**config.mk**
```make
export PLATFORM = sky130hd
export DESIGN_NAME = usb_ls_rx
export DESIGN_NICKNAME = d
export VERILOG_FILES = /design/src/rtl/usbrx_pkg.sv /design/src/rtl/usbrx_linesync.sv /design/src/rtl/usbrx_framer.sv /design/src/rtl/usbrx_decoder.sv /design/src/rtl/usb_ls_rx.sv
export SDC_FILE = /design/constraint.sdc
export NUM_CORES = 1
export LEC_CHECK = 0
export BUFFER_PORTS_ARGS = -buffer_cell sky130_fd_sc_hd__buf_2
export CAP_MARGIN = 25
export CORE_MARGIN = 5
export CORE_UTILIZATION = 39
export CTS_BUF_LIST = sky130_fd_sc_hd__clkbuf_16
export DETAILED_ROUTE_END_ITERATION = 7
export HOLD_SLACK_MARGIN = 0.02
export PLACE_DENSITY = 0.66
export REMOVE_ABC_BUFFERS = 1
export SYNTH_ARGS = -nofsm -noshare
export SYNTH_HDL_FRONTEND = slang
export SYNTH_SLANG_ARGS = --single-unit
```
**constraint.sdc**
```tcl
create_clock -name clk -period 5.3 [get_ports clk]
set_clock_uncertainty 0.1 [all_clocks]
set_input_delay 0.53 -clock clk [delete_from_list [all_inputs] [get_ports clk]]
set_output_delay 0.53 -clock clk [all_outputs]
set_load 0.005 [all_outputs]
```
**src/rtl/usbrx_pkg.sv**
```systemverilog
package usbrx_pkg;
   typedef enum logic [1:0] {
      RX_IDLE  = 2'd0,
      RX_ALIGN = 2'd1,
      RX_HUNT  = 2'd2,
      RX_RECV  = 2'd3
   } rx_state_e;

   localparam int STUFF_RUN = 6;

   function automatic logic lvl_is_j(input logic dp, input logic dm);
      return !dp && dm;
   endfunction

   function automatic logic lvl_is_k(input logic dp, input logic dm);
      return dp && !dm;
   endfunction

   function automatic logic lvl_is_se0(input logic dp, input logic dm);
      return !dp && !dm;
   endfunction
endpackage

```
**src/rtl/usbrx_linesync.sv**
```systemverilog
module usbrx_linesync #(
   parameter int STAGES = 2
) (
   input  logic clk,
   input  logic rst_n,
   input  logic dp_i,
   input  logic dm_i,
   output logic dp_o,
   output logic dm_o
);
   logic [STAGES-1:0] dp_q;
   logic [STAGES-1:0] dm_q;

   // reset value is the idle J level
   always_ff @(posedge clk or negedge rst_n) begin
      if (!rst_n) begin
         dp_q <= '0;
         dm_q <= '1;
      end else begin
         dp_q <= {dp_q[STAGES-2:0], dp_i};
         dm_q <= {dm_q[STAGES-2:0], dm_i};
      end
   end

   assign dp_o = dp_q[STAGES-1];
   assign dm_o = dm_q[STAGES-1];
endmodule

```
**src/rtl/usbrx_framer.sv**
```systemverilog
module usbrx_framer
   import usbrx_pkg::*;
#(
   parameter int OS           = 8,
   parameter int TIMEOUT_BITS = 16
) (
   input  logic clk,
   input  logic rst_n,
   input  logic dp_s,
   input  logic dm_s,
   input  logic stop_i,
   output logic start_stb_o,
   output logic bit_stb_o,
   output logic keepalive_o
);
   localparam int CHK     = OS + OS/2 - 1;
   localparam int PH_W    = $clog2(CHK + 1);
   localparam int TO_LAST = TIMEOUT_BITS*OS - 1;
   localparam int TO_W    = $clog2(TO_LAST + 1);

   rx_state_e        state_q;
   logic [PH_W-1:0]  ph_q;
   logic [TO_W-1:0]  to_q;
   logic             prev_j_q;
   logic             line_j, line_k, edge_jk;

   always_comb begin
      line_j      = lvl_is_j(dp_s, dm_s);
      line_k      = lvl_is_k(dp_s, dm_s);
      edge_jk     = prev_j_q && line_k;
      start_stb_o = (state_q == RX_ALIGN) && (ph_q == PH_W'(CHK)) && line_k;
      bit_stb_o   = (state_q == RX_RECV) && (ph_q == PH_W'(OS - 1));
   end

   always_ff @(posedge clk or negedge rst_n) begin
      if (!rst_n) begin
         state_q     <= RX_IDLE;
         ph_q        <= '0;
         to_q        <= '0;
         prev_j_q    <= 1'b0;
         keepalive_o <= 1'b0;
      end else begin
         prev_j_q    <= line_j;
         keepalive_o <= 1'b0;
         unique case (state_q)
            RX_IDLE: begin
               if (edge_jk) begin
                  state_q <= RX_ALIGN;
                  ph_q    <= '0;
               end
            end
            RX_ALIGN: begin
               if (ph_q == PH_W'(CHK)) begin
                  ph_q <= '0;
                  if (line_k) begin
                     state_q <= RX_RECV;
                  end else begin
                     state_q <= RX_HUNT;
                     to_q    <= '0;
                  end
               end else begin
                  ph_q <= ph_q + 1'b1;
               end
            end
            RX_HUNT: begin
               if (edge_jk) begin
                  state_q <= RX_ALIGN;
                  ph_q    <= '0;
               end else if (to_q == TO_W'(TO_LAST)) begin
                  state_q     <= RX_IDLE;
                  keepalive_o <= 1'b1;
               end else begin
                  to_q <= to_q + 1'b1;
               end
            end
            RX_RECV: begin
               if (bit_stb_o) begin
                  ph_q <= '0;
                  if (stop_i) state_q <= RX_IDLE;
               end else begin
                  ph_q <= ph_q + 1'b1;
               end
            end
            default: state_q <= RX_IDLE;
         endcase
      end
   end

   // a keepalive can only follow a hunt that ran out
   p_keepalive_from_hunt_r8: assert property (@(posedge clk) disable iff (!rst_n)
      keepalive_o |-> $past(state_q == RX_HUNT));

   // reception is entered only from alignment with the line at K
   p_recv_entry_r2: assert property (@(posedge clk) disable iff (!rst_n)
      (state_q == RX_RECV && $past(state_q) != RX_RECV)
         |-> ($past(state_q == RX_ALIGN) && $past(line_k)));
endmodule

```
**src/rtl/usbrx_decoder.sv**
```systemverilog
module usbrx_decoder
   import usbrx_pkg::*;
#(
   parameter int MAX_BYTES = 8,
   parameter int CNT_W     = $clog2(MAX_BYTES + 1)
) (
   input  logic             clk,
   input  logic             rst_n,
   input  logic             start_i,
   input  logic             bit_stb_i,
   input  logic             dp_s,
   input  logic             dm_s,
   output logic             stop_o,
   output logic [7:0]       byte_o,
   output logic             byte_valid_o,
   output logic             pkt_start_o,
   output logic             pkt_end_o,
   output logic [CNT_W-1:0] count_o,
   output logic             stuff_err_o,
   output logic             overflow_o
);
   logic       lvl_q;
   logic [2:0] ones_q;
   logic [2:0] slot_q;
   logic [7:0] shift_q;
   logic       se0, end_hit, stuff_pos, nrzi_one, stuff_hit, full_hit, count_full;
   logic [7:0] next_shift;

   always_comb begin
      se0        = lvl_is_se0(dp_s, dm_s);
      nrzi_one   = (dm_s == lvl_q);
      stuff_pos  = (ones_q == 3'(STUFF_RUN));
      count_full = (count_o == CNT_W'(MAX_BYTES));
      next_shift = {nrzi_one, shift_q[7:1]};
      end_hit    = bit_stb_i && se0 && (slot_q != 3'd0);
      stuff_hit  = bit_stb_i && !end_hit && stuff_pos && nrzi_one;
      full_hit   = bit_stb_i && !end_hit && !stuff_pos && (slot_q == 3'd7) && count_full;
      stop_o     = end_hit || stuff_hit || full_hit;
   end

   always_ff @(posedge clk or negedge rst_n) begin
      if (!rst_n) begin
         lvl_q        <= 1'b0;
         ones_q       <= '0;
         slot_q       <= '0;
         shift_q      <= '0;
         byte_o       <= '0;
         byte_valid_o <= 1'b0;
         pkt_start_o  <= 1'b0;
         pkt_end_o    <= 1'b0;
         count_o      <= '0;
         stuff_err_o  <= 1'b0;
         overflow_o   <= 1'b0;
      end else begin
         byte_valid_o <= 1'b0;
         pkt_start_o  <= 1'b0;
         pkt_end_o    <= 1'b0;
         stuff_err_o  <= 1'b0;
         overflow_o   <= 1'b0;
         if (start_i) begin
            lvl_q       <= 1'b0;
            ones_q      <= '0;
            slot_q      <= '0;
            count_o     <= '0;
            pkt_start_o <= 1'b1;
         end else if (bit_stb_i) begin
            if (end_hit) begin
               pkt_end_o <= 1'b1;
            end else begin
               lvl_q <= dm_s;
               if (stuff_pos) begin
                  if (nrzi_one) stuff_err_o <= 1'b1;
                  else          ones_q      <= '0;
               end else begin
                  ones_q  <= nrzi_one ? ones_q + 3'd1 : 3'd0;
                  shift_q <= next_shift;
                  if (slot_q == 3'd7) begin
                     slot_q <= '0;
                     if (count_full) begin
                        overflow_o <= 1'b1;
                     end else begin
                        byte_o       <= next_shift;
                        byte_valid_o <= 1'b1;
                        count_o      <= count_o + 1'b1;
                     end
                  end else begin
                     slot_q <= slot_q + 3'd1;
                  end
               end
            end
         end
      end
   end

   // the count never passes the limit
   p_no_overflow_r7: assert property (@(posedge clk) disable iff (!rst_n)
      count_o <= CNT_W'(MAX_BYTES));

   // a run of ones never exceeds the stuffing length
   p_ones_bound_r4: assert property (@(posedge clk) disable iff (!rst_n)
      ones_q <= 3'(STUFF_RUN));

   // each emitted byte raises the count by exactly one
   p_count_step_r9: assert property (@(posedge clk) disable iff (!rst_n)
      byte_valid_o |-> (count_o == $past(count_o) + 1'b1));

   // byte strobes are single-cycle
   p_valid_pulse_r3: assert property (@(posedge clk) disable iff (!rst_n)
      byte_valid_o |=> !byte_valid_o);

   // packet events are mutually exclusive
   p_events_excl_r6: assert property (@(posedge clk) disable iff (!rst_n)
      $onehot0({pkt_start_o, pkt_end_o, stuff_err_o, overflow_o}));
endmodule

```
**src/rtl/usb_ls_rx.sv**
```systemverilog
module usb_ls_rx #(
   parameter int OVERSAMPLE   = 8,
   parameter int SYNC_STAGES  = 2,
   parameter int MAX_BYTES    = 8,
   parameter int TIMEOUT_BITS = 16
) (
   input  logic                             clk,
   input  logic                             rst_n,
   input  logic                             usb_dp,
   input  logic                             usb_dm,
   output logic [7:0]                       rx_byte,
   output logic                             rx_byte_valid,
   output logic                             rx_pkt_start,
   output logic                             rx_pkt_end,
   output logic [$clog2(MAX_BYTES+1)-1:0]   rx_byte_count,
   output logic                             rx_overflow,
   output logic                             rx_stuff_err,
   output logic                             rx_keepalive
);
   localparam int CNT_W = $clog2(MAX_BYTES + 1);

   generate
      if (OVERSAMPLE < 4 || (OVERSAMPLE % 2) != 0) begin : g_bad_os
         $error("OVERSAMPLE must be even and at least 4");
      end
      if (SYNC_STAGES < 2) begin : g_bad_sync
         $error("SYNC_STAGES must be at least 2");
      end
      if (MAX_BYTES < 1) begin : g_bad_max
         $error("MAX_BYTES must be at least 1");
      end
      if (TIMEOUT_BITS < 2) begin : g_bad_to
         $error("TIMEOUT_BITS must be at least 2");
      end
   endgenerate

   logic dp_s, dm_s, start_stb, bit_stb, stop;

   usbrx_linesync #(.STAGES(SYNC_STAGES)) u_sync (
      .clk  (clk),
      .rst_n(rst_n),
      .dp_i (usb_dp),
      .dm_i (usb_dm),
      .dp_o (dp_s),
      .dm_o (dm_s)
   );

   usbrx_framer #(.OS(OVERSAMPLE), .TIMEOUT_BITS(TIMEOUT_BITS)) u_framer (
      .clk        (clk),
      .rst_n      (rst_n),
      .dp_s       (dp_s),
      .dm_s       (dm_s),
      .stop_i     (stop),
      .start_stb_o(start_stb),
      .bit_stb_o  (bit_stb),
      .keepalive_o(rx_keepalive)
   );

   usbrx_decoder #(.MAX_BYTES(MAX_BYTES), .CNT_W(CNT_W)) u_dec (
      .clk         (clk),
      .rst_n       (rst_n),
      .start_i     (start_stb),
      .bit_stb_i   (bit_stb),
      .dp_s        (dp_s),
      .dm_s        (dm_s),
      .stop_o      (stop),
      .byte_o      (rx_byte),
      .byte_valid_o(rx_byte_valid),
      .pkt_start_o (rx_pkt_start),
      .pkt_end_o   (rx_pkt_end),
      .count_o     (rx_byte_count),
      .stuff_err_o (rx_stuff_err),
      .overflow_o  (rx_overflow)
   );
endmodule

```
# Word-level counts from Yosys, hierarchy flattened
# Index checks and enable logic that the tools add are counted.
# op_classes
n_mux	61
reduce_logical	35
n_addsub	5
bitwise_logic	4
n_eq_ne	23
# ops
operator	count
two-way mux 4 bit	9
two-way mux 3 bit	11
two-way mux 1 bit	28
two-way mux 7 bit	4
inequality test 2 bit (second input constant)	8
logical AND 1 bit	15
AND reduction 5 bit	3
one-hot mux 7 bit (2 select lines)	1
two-way mux 2 bit	6
one-hot mux 4 bit (3 select lines)	1
adder 4 x 1 -> 4 bit (second input constant)	2
== test 4 bit (second input constant)	2
one-hot mux 2 bit (4 select lines)	1
adder 7 x 1 -> 7 bit (second input constant)	1
== test 7 bit (second input constant)	1
adder 3 x 1 -> 3 bit (second input constant)	2
== test 3 bit (second input constant)	2
inequality test 2 x 1 -> 1 bit (second input constant)	3
AND reduction 3 bit	2
AND reduction 6 bit	1
nonzero test 2 bit	3
== test 2 bit (second input constant)	2
== test 4 x 3 -> 1 bit (second input constant)	1
logical NOT 1 bit	4
other kinds (11)	15
# totals
regBits	51
wordCells	146
output_inout_bits	18

# Longest topological paths before layout
# depth
ltp_word	13
depth_mapped	9
mapped_depth_nobuf	7

# By module
# Synthesis repeated with hierarchy kept, for this count alone.
# unflattened
cells_unflattened	206
area_unflattened_um2	2411.1
# by_module_without_submodules
module	instances	cells_each	area_per_inst_um2
usbrx_decoder	1	116	1433.9
usbrx_framer	1	86	874.6
usbrx_linesync	1	4	102.6

# Least setup slack after synthesis
# No wires, ideal clock.
# synth_timing
path_kind	flip-flop to flip-flop
startpoint	reg u_framer.state_q[0]
endpoint	reg u_framer.state_q[1]
path_stages_with_launch	8
slack_ns	3.254
arrival_time_ns	1.821
period_less_slack_ns	2.046
cell_sequence	dfrtp_1 > inv_1 > ha_1 > clkbuf_1 > o2bb2ai_1 > o32ai_1 > a21oi_1 > mux2_2
# synth_between
elab_chain_len	12
elab_cells_between_ends	23
# synth_lines
item	line_no	text
start: declaration	usbrx_framer.sv:21	rx_state_e state_q;
start signal: assignment	usbrx_framer.sv:37	state_q <= RX_IDLE;
start signal: assignment	usbrx_framer.sv:48	state_q <= RX_ALIGN;
start signal: assignment	usbrx_framer.sv:56	state_q <= RX_RECV;
== test 2 bit	usbrx_framer.sv:32, usbrx_framer.sv:45	
logical AND 1 bit	usbrx_framer.sv:32	bit_stb_o = (state_q == RX_RECV) && (ph_q == PH_W'(OS - 1));
logical AND 1 bit (2 in series)	usbrx_decoder.sv:35	end_hit = bit_stb_i && se0 && (slot_q != 3'd0);
logical NOT 1 bit	usbrx_decoder.sv:36, usbrx_decoder.sv:37	
logical AND 1 bit	usbrx_decoder.sv:36, usbrx_decoder.sv:37	
logical AND 1 bit, on equally long branches (2 in series)	usbrx_decoder.sv:36, usbrx_decoder.sv:37	
logical OR 1 bit / logical AND 1 bit (equally long branches)	usbrx_decoder.sv:38, usbrx_decoder.sv:37	
logical OR 1 bit	usbrx_decoder.sv:38	stop_o = end_hit || stuff_hit || full_hit;
inequality test 2 bit (no line)	n/a	
AND reduction 5 bit (no line)	n/a	
# Parallel ways exist; a longest one is shown, timed or not.
# A chain may end at the register's enable or synchronous reset.

# Worst setup path in the final report
# layout_timing
startpoint	reg u_framer.ph_q[0]
endpoint	reg u_dec.slot_q[0]
# layout_between
elab_chain_len	6
elab_cells_between_ends	12
# layout_lines
item	line_no	text
start: declaration	usbrx_framer.sv:22	logic [PH_W-1:0] ph_q;
start signal: assignment	usbrx_framer.sv:62	ph_q <= ph_q + 1'b1;
start signal: assignment	usbrx_framer.sv:81	ph_q <= ph_q + 1'b1;
== test 4 x 3 -> 1 bit	usbrx_framer.sv:32	
logical AND 1 bit	usbrx_framer.sv:32	
logical AND 1 bit (2 in series)	usbrx_decoder.sv:35	
inequality test 2 bit (no line)	n/a	
AND reduction 3 bit (no line)	n/a	
end signal: assignment	usbrx_decoder.sv:87	slot_q <= slot_q + 3'd1;
end: declaration	usbrx_decoder.sv:24	logic [2:0] slot_q;
# Parallel ways exist; a longest one is shown, timed or not.

==> impl_metrics.env <==
export IMPL_drtAntennaViolNets=0
export IMPL_clk_pin_slew_worst_paths_ps=60
export IMPL_finalSetupViolCount=0
export IMPL_grt_overflow=0
export IMPL_ir_drop_v=0.000158
export IMPL_min_period_over_period=0.445
export IMPL_num_antenna_cells=0
export IMPL_crit_slowest_cell="sky130_fd_sc_hd__a21oi_1"
export IMPL_number_of_port_buffers=21
export IMPL_area_delta_synth_final_pct=13.3
export IMPL_period_needed_ps=2360
export IMPL_syn_avg_cell_area_um2=10.7
export IMPL_timing_critical_path_cells="ha_1 -> nand4b_4 -> a21oi_1 -> nand2_1 -> or3_1 -> a21oi_1"
export IMPL_path_class="reg2reg"
export IMPL_firstDrtPassIters=5
export IMPL_p_leak_uw=0.00135
export IMPL_dpl_instance_area_mm2=0.00257
export IMPL_post_route_cells_drive_above_1_share=0.194
export IMPL_synth_lib_cells_used_distinct=43
export IMPL_finish_net_count=264
export IMPL_tritoncts_buffers=5
export IMPL_start_util=0.402
export IMPL_cpMostUsedCell="sky130_fd_sc_hd__a21oi_1"
export IMPL_relSlewSlack=0.598
export IMPL_cts_htree_levels=2
export IMPL_cts_hold_buffers_added=0
export IMPL_total_number_of_clock_tree_sinks=50
export IMPL_synth_yosys_warnings=0
export IMPL_synth_enable_flop_cells=0
export IMPL_critPathArrivalTime_ps=2470
export IMPL_synth_main_ff_cell="sky130_fd_sc_hd__dfrtp_1"
export IMPL_post_route_cell_area_mm2=0.00271
export IMPL_report_final_hold_viol_count=0
export IMPL_grt_util_all_layers=0.119
export IMPL_maxSlewViolCount=0
export IMPL_place_detailed_hpwl_mm=2.85
export IMPL_io_pins=22
export IMPL_floorplan_core_area_mm2=0.00596
export IMPL_cp_data_required_time_ps=5410
export IMPL_finalCoreUtilization=0.456
export IMPL_clk_root_buffer_cell="sky130_fd_sc_hd__clkbuf_16"
export IMPL_crit_path_max_incr_delay_ps=410
export IMPL_setup_crit_start_kind="register"
export IMPL_cp_buffers_inverters=0
export IMPL_insertion_delay_ps=290
export IMPL_drt_iter0_drc=57
export IMPL_crit_path_end_kind="register"
export IMPL_crit_family="simple AND/OR/NAND/NOR gates"
export IMPL_fmaxAchievable_mhz=424
export IMPL_grt_setup_unrepaired="no"
export IMPL_die_height_um=88.4
export IMPL_highest_count_cells_in_the_layout_ignoring_fill_and_taps="sky130_fd_sc_hd__dfrtp_1, sky130_fd_sc_hd__nand2_1, sky130_fd_sc_hd__buf_2"
export IMPL_setup_total_negative_slack_ps=0
export IMPL_yosysSeqAreaShare=0.524
export IMPL_worst_path_max_fanout=11
export IMPL_layout_cells_most_common="sky130_fd_sc_hd__dfrtp_1"
export IMPL_routed_via_density=4.99
export IMPL_multiInputGateArea_mm2=0.00107
export IMPL_outcome="finished clean"
export IMPL_globalplace_congestion=0.813
export IMPL_power_per_cell_area_mw_per_mm2=358
export IMPL_holdCritPathClass="in2async"
export IMPL_clockBufferDepth=2
export IMPL_number_of_synthesized_register_bits=50
export IMPL_design_die_area_mm2=0.00781
export IMPL_route_detailed_wl_per_inst_um=12.6
export IMPL_post_synth_instance_area_mm2=0.00239
export IMPL_grt_first_pass_wirelength_mm=7.31
export IMPL_post_cts_resize_count=0
export IMPL_post_route_drc_count=0
export IMPL_fillerInstances=597
export IMPL_timing_max_cap_violations=0
export IMPL_cts_repair_timing_setup_buffer_count=0
export IMPL_route_vias_total=1606
export IMPL_grt_max_degree=51
export IMPL_synthesis_instances=223
export IMPL_seqCellArea_mm2=0.00125
export IMPL_drt_total_wl_mm=4.06
export IMPL_overall_die_width_um=88.4
export IMPL_antenna_violations_before_repair=0
export IMPL_tightestPinTransition_ps=603
export IMPL_row_count=28
export IMPL_first_global_vias=1607
export IMPL_async_reset_ff_frac=1.00
export IMPL_cts_tree="done"
==> state kept, by name, indices dropped and copies added (netlist names), 2 cells and up <==
name / cells
u_dec.byte_o: 8
u_dec.shift_q: 7
u_framer.to_q: 7
u_dec.count_o: 4
u_framer.ph_q: 4
u_dec.ones_q: 3
u_dec.slot_q: 3
u_framer.state_q: 2
u_sync.dm_q: 2
u_sync.dp_q: 2
==> path summary, 6_finish.rpt <==
kind,from,endpoint,slack [ps],cells past startpoint
max reg2reg,u_framer.ph_q[0]$_DFFE_PN0P_,u_dec.slot_q[0]$_DFFE_PN0P_,2940,6
max in group asynchronous,rst_n,u_dec.slot_q[0]$_DFFE_PN0P_,4460,2
min,rst_n,u_framer.to_q[5]$_DFFE_PN0P_,230,2
max,u_framer.ph_q[0]$_DFFE_PN0P_,u_dec.slot_q[0]$_DFFE_PN0P_,2940,6
min in group clk,usb_dm,u_sync.dm_q[0]$_DFF_PN1_,230,1
min reg2reg,u_sync.dp_q[0]$_DFF_PN0_,u_sync.dp_q[1]$_DFF_PN0_,250,0
==> cell type report <==
type	instances	share of cell area
Multi-Input combinational cell	158	0.396
Tap cell	75	0.0346
Clock buffer	5	0.0461
Inverter	9	0.0124
Sequential cell	50	0.462
Clock inverter	3	0.00784
Timing Repair Buffer	22	0.0415
==> Yosys cell counts (all sizes together) (2+ instances only) <==
master,instances,share of area
dfrtp,48,0.50
nand2,38,0.060
a21oi,17,0.036
nor2,15,0.024
ha,14,0.073
mux2,11,0.053
inv,9,0.014
o21ai,7,0.015
nand3,6,0.013
and3,5,0.015
nand2b,5,0.013
buf,4,0.011
mux2i,3,0.013
nor2b,3,0.0078
nor3b,3,0.0094
a22o,2,0.0073
a41oi,2,0.0073
and4,2,0.0073
clkbuf,2,0.0031
dfstp,2,0.022
nand3b,2,0.0063
nand4,2,0.0052
nand4b,2,0.014
o22ai,2,0.0052
o2bb2ai,2,0.0073
xnor2,2,0.0073
==> per-layer routing <==
| metal | up-vias | global-route usage | share of wire |
|---|---|---|---|
| met5 | - | 0 | 0 |
| met4 | 0 | 0.0701 | 0.027 |
| met3 | 9 | 0.0233 | 0.033 |
| met2 | 24 | 0.175 | 0.44 |
| met1 | 754 | 0.164 | 0.50 |
| li1 | 819 | - | - |
==> power breakdown <==
group          switching, uW  total [uW]  internal [uW]
Clock                    140         314            175
Sequential              25.2         433            408
Combinational            135         224           89.4
Total                    299         971            672
==> stage by stage <==
step | std cells | hold WS [ps] | setup WS, ps | power, uW
6_report | 322 | 233 | 2940 | 971
5_1_grt | 322 | 225 | 2670 | 1030
4_1_cts | 322 | 228 | 2920 | 982
3_5_place_dp | 314 | 235 | 2920 | 664
3_3_place_gp | 314 | 235 | 2980 | 658
2_1_floorplan | 217 | 134 | 3200 | 610
==> cells by family after synthesis <==
group                      share of synthesized area
buffers and inverters                         0.0282
AOI/OAI and AO/OA                              0.112
muxes                                         0.0658
adders and majority gates                     0.0731
and+or+nand+nor                                0.186
DFF                                            0.524
xor gates and xnor gates                      0.0110
Note: power is estimated with default switching activity, not from simulation.
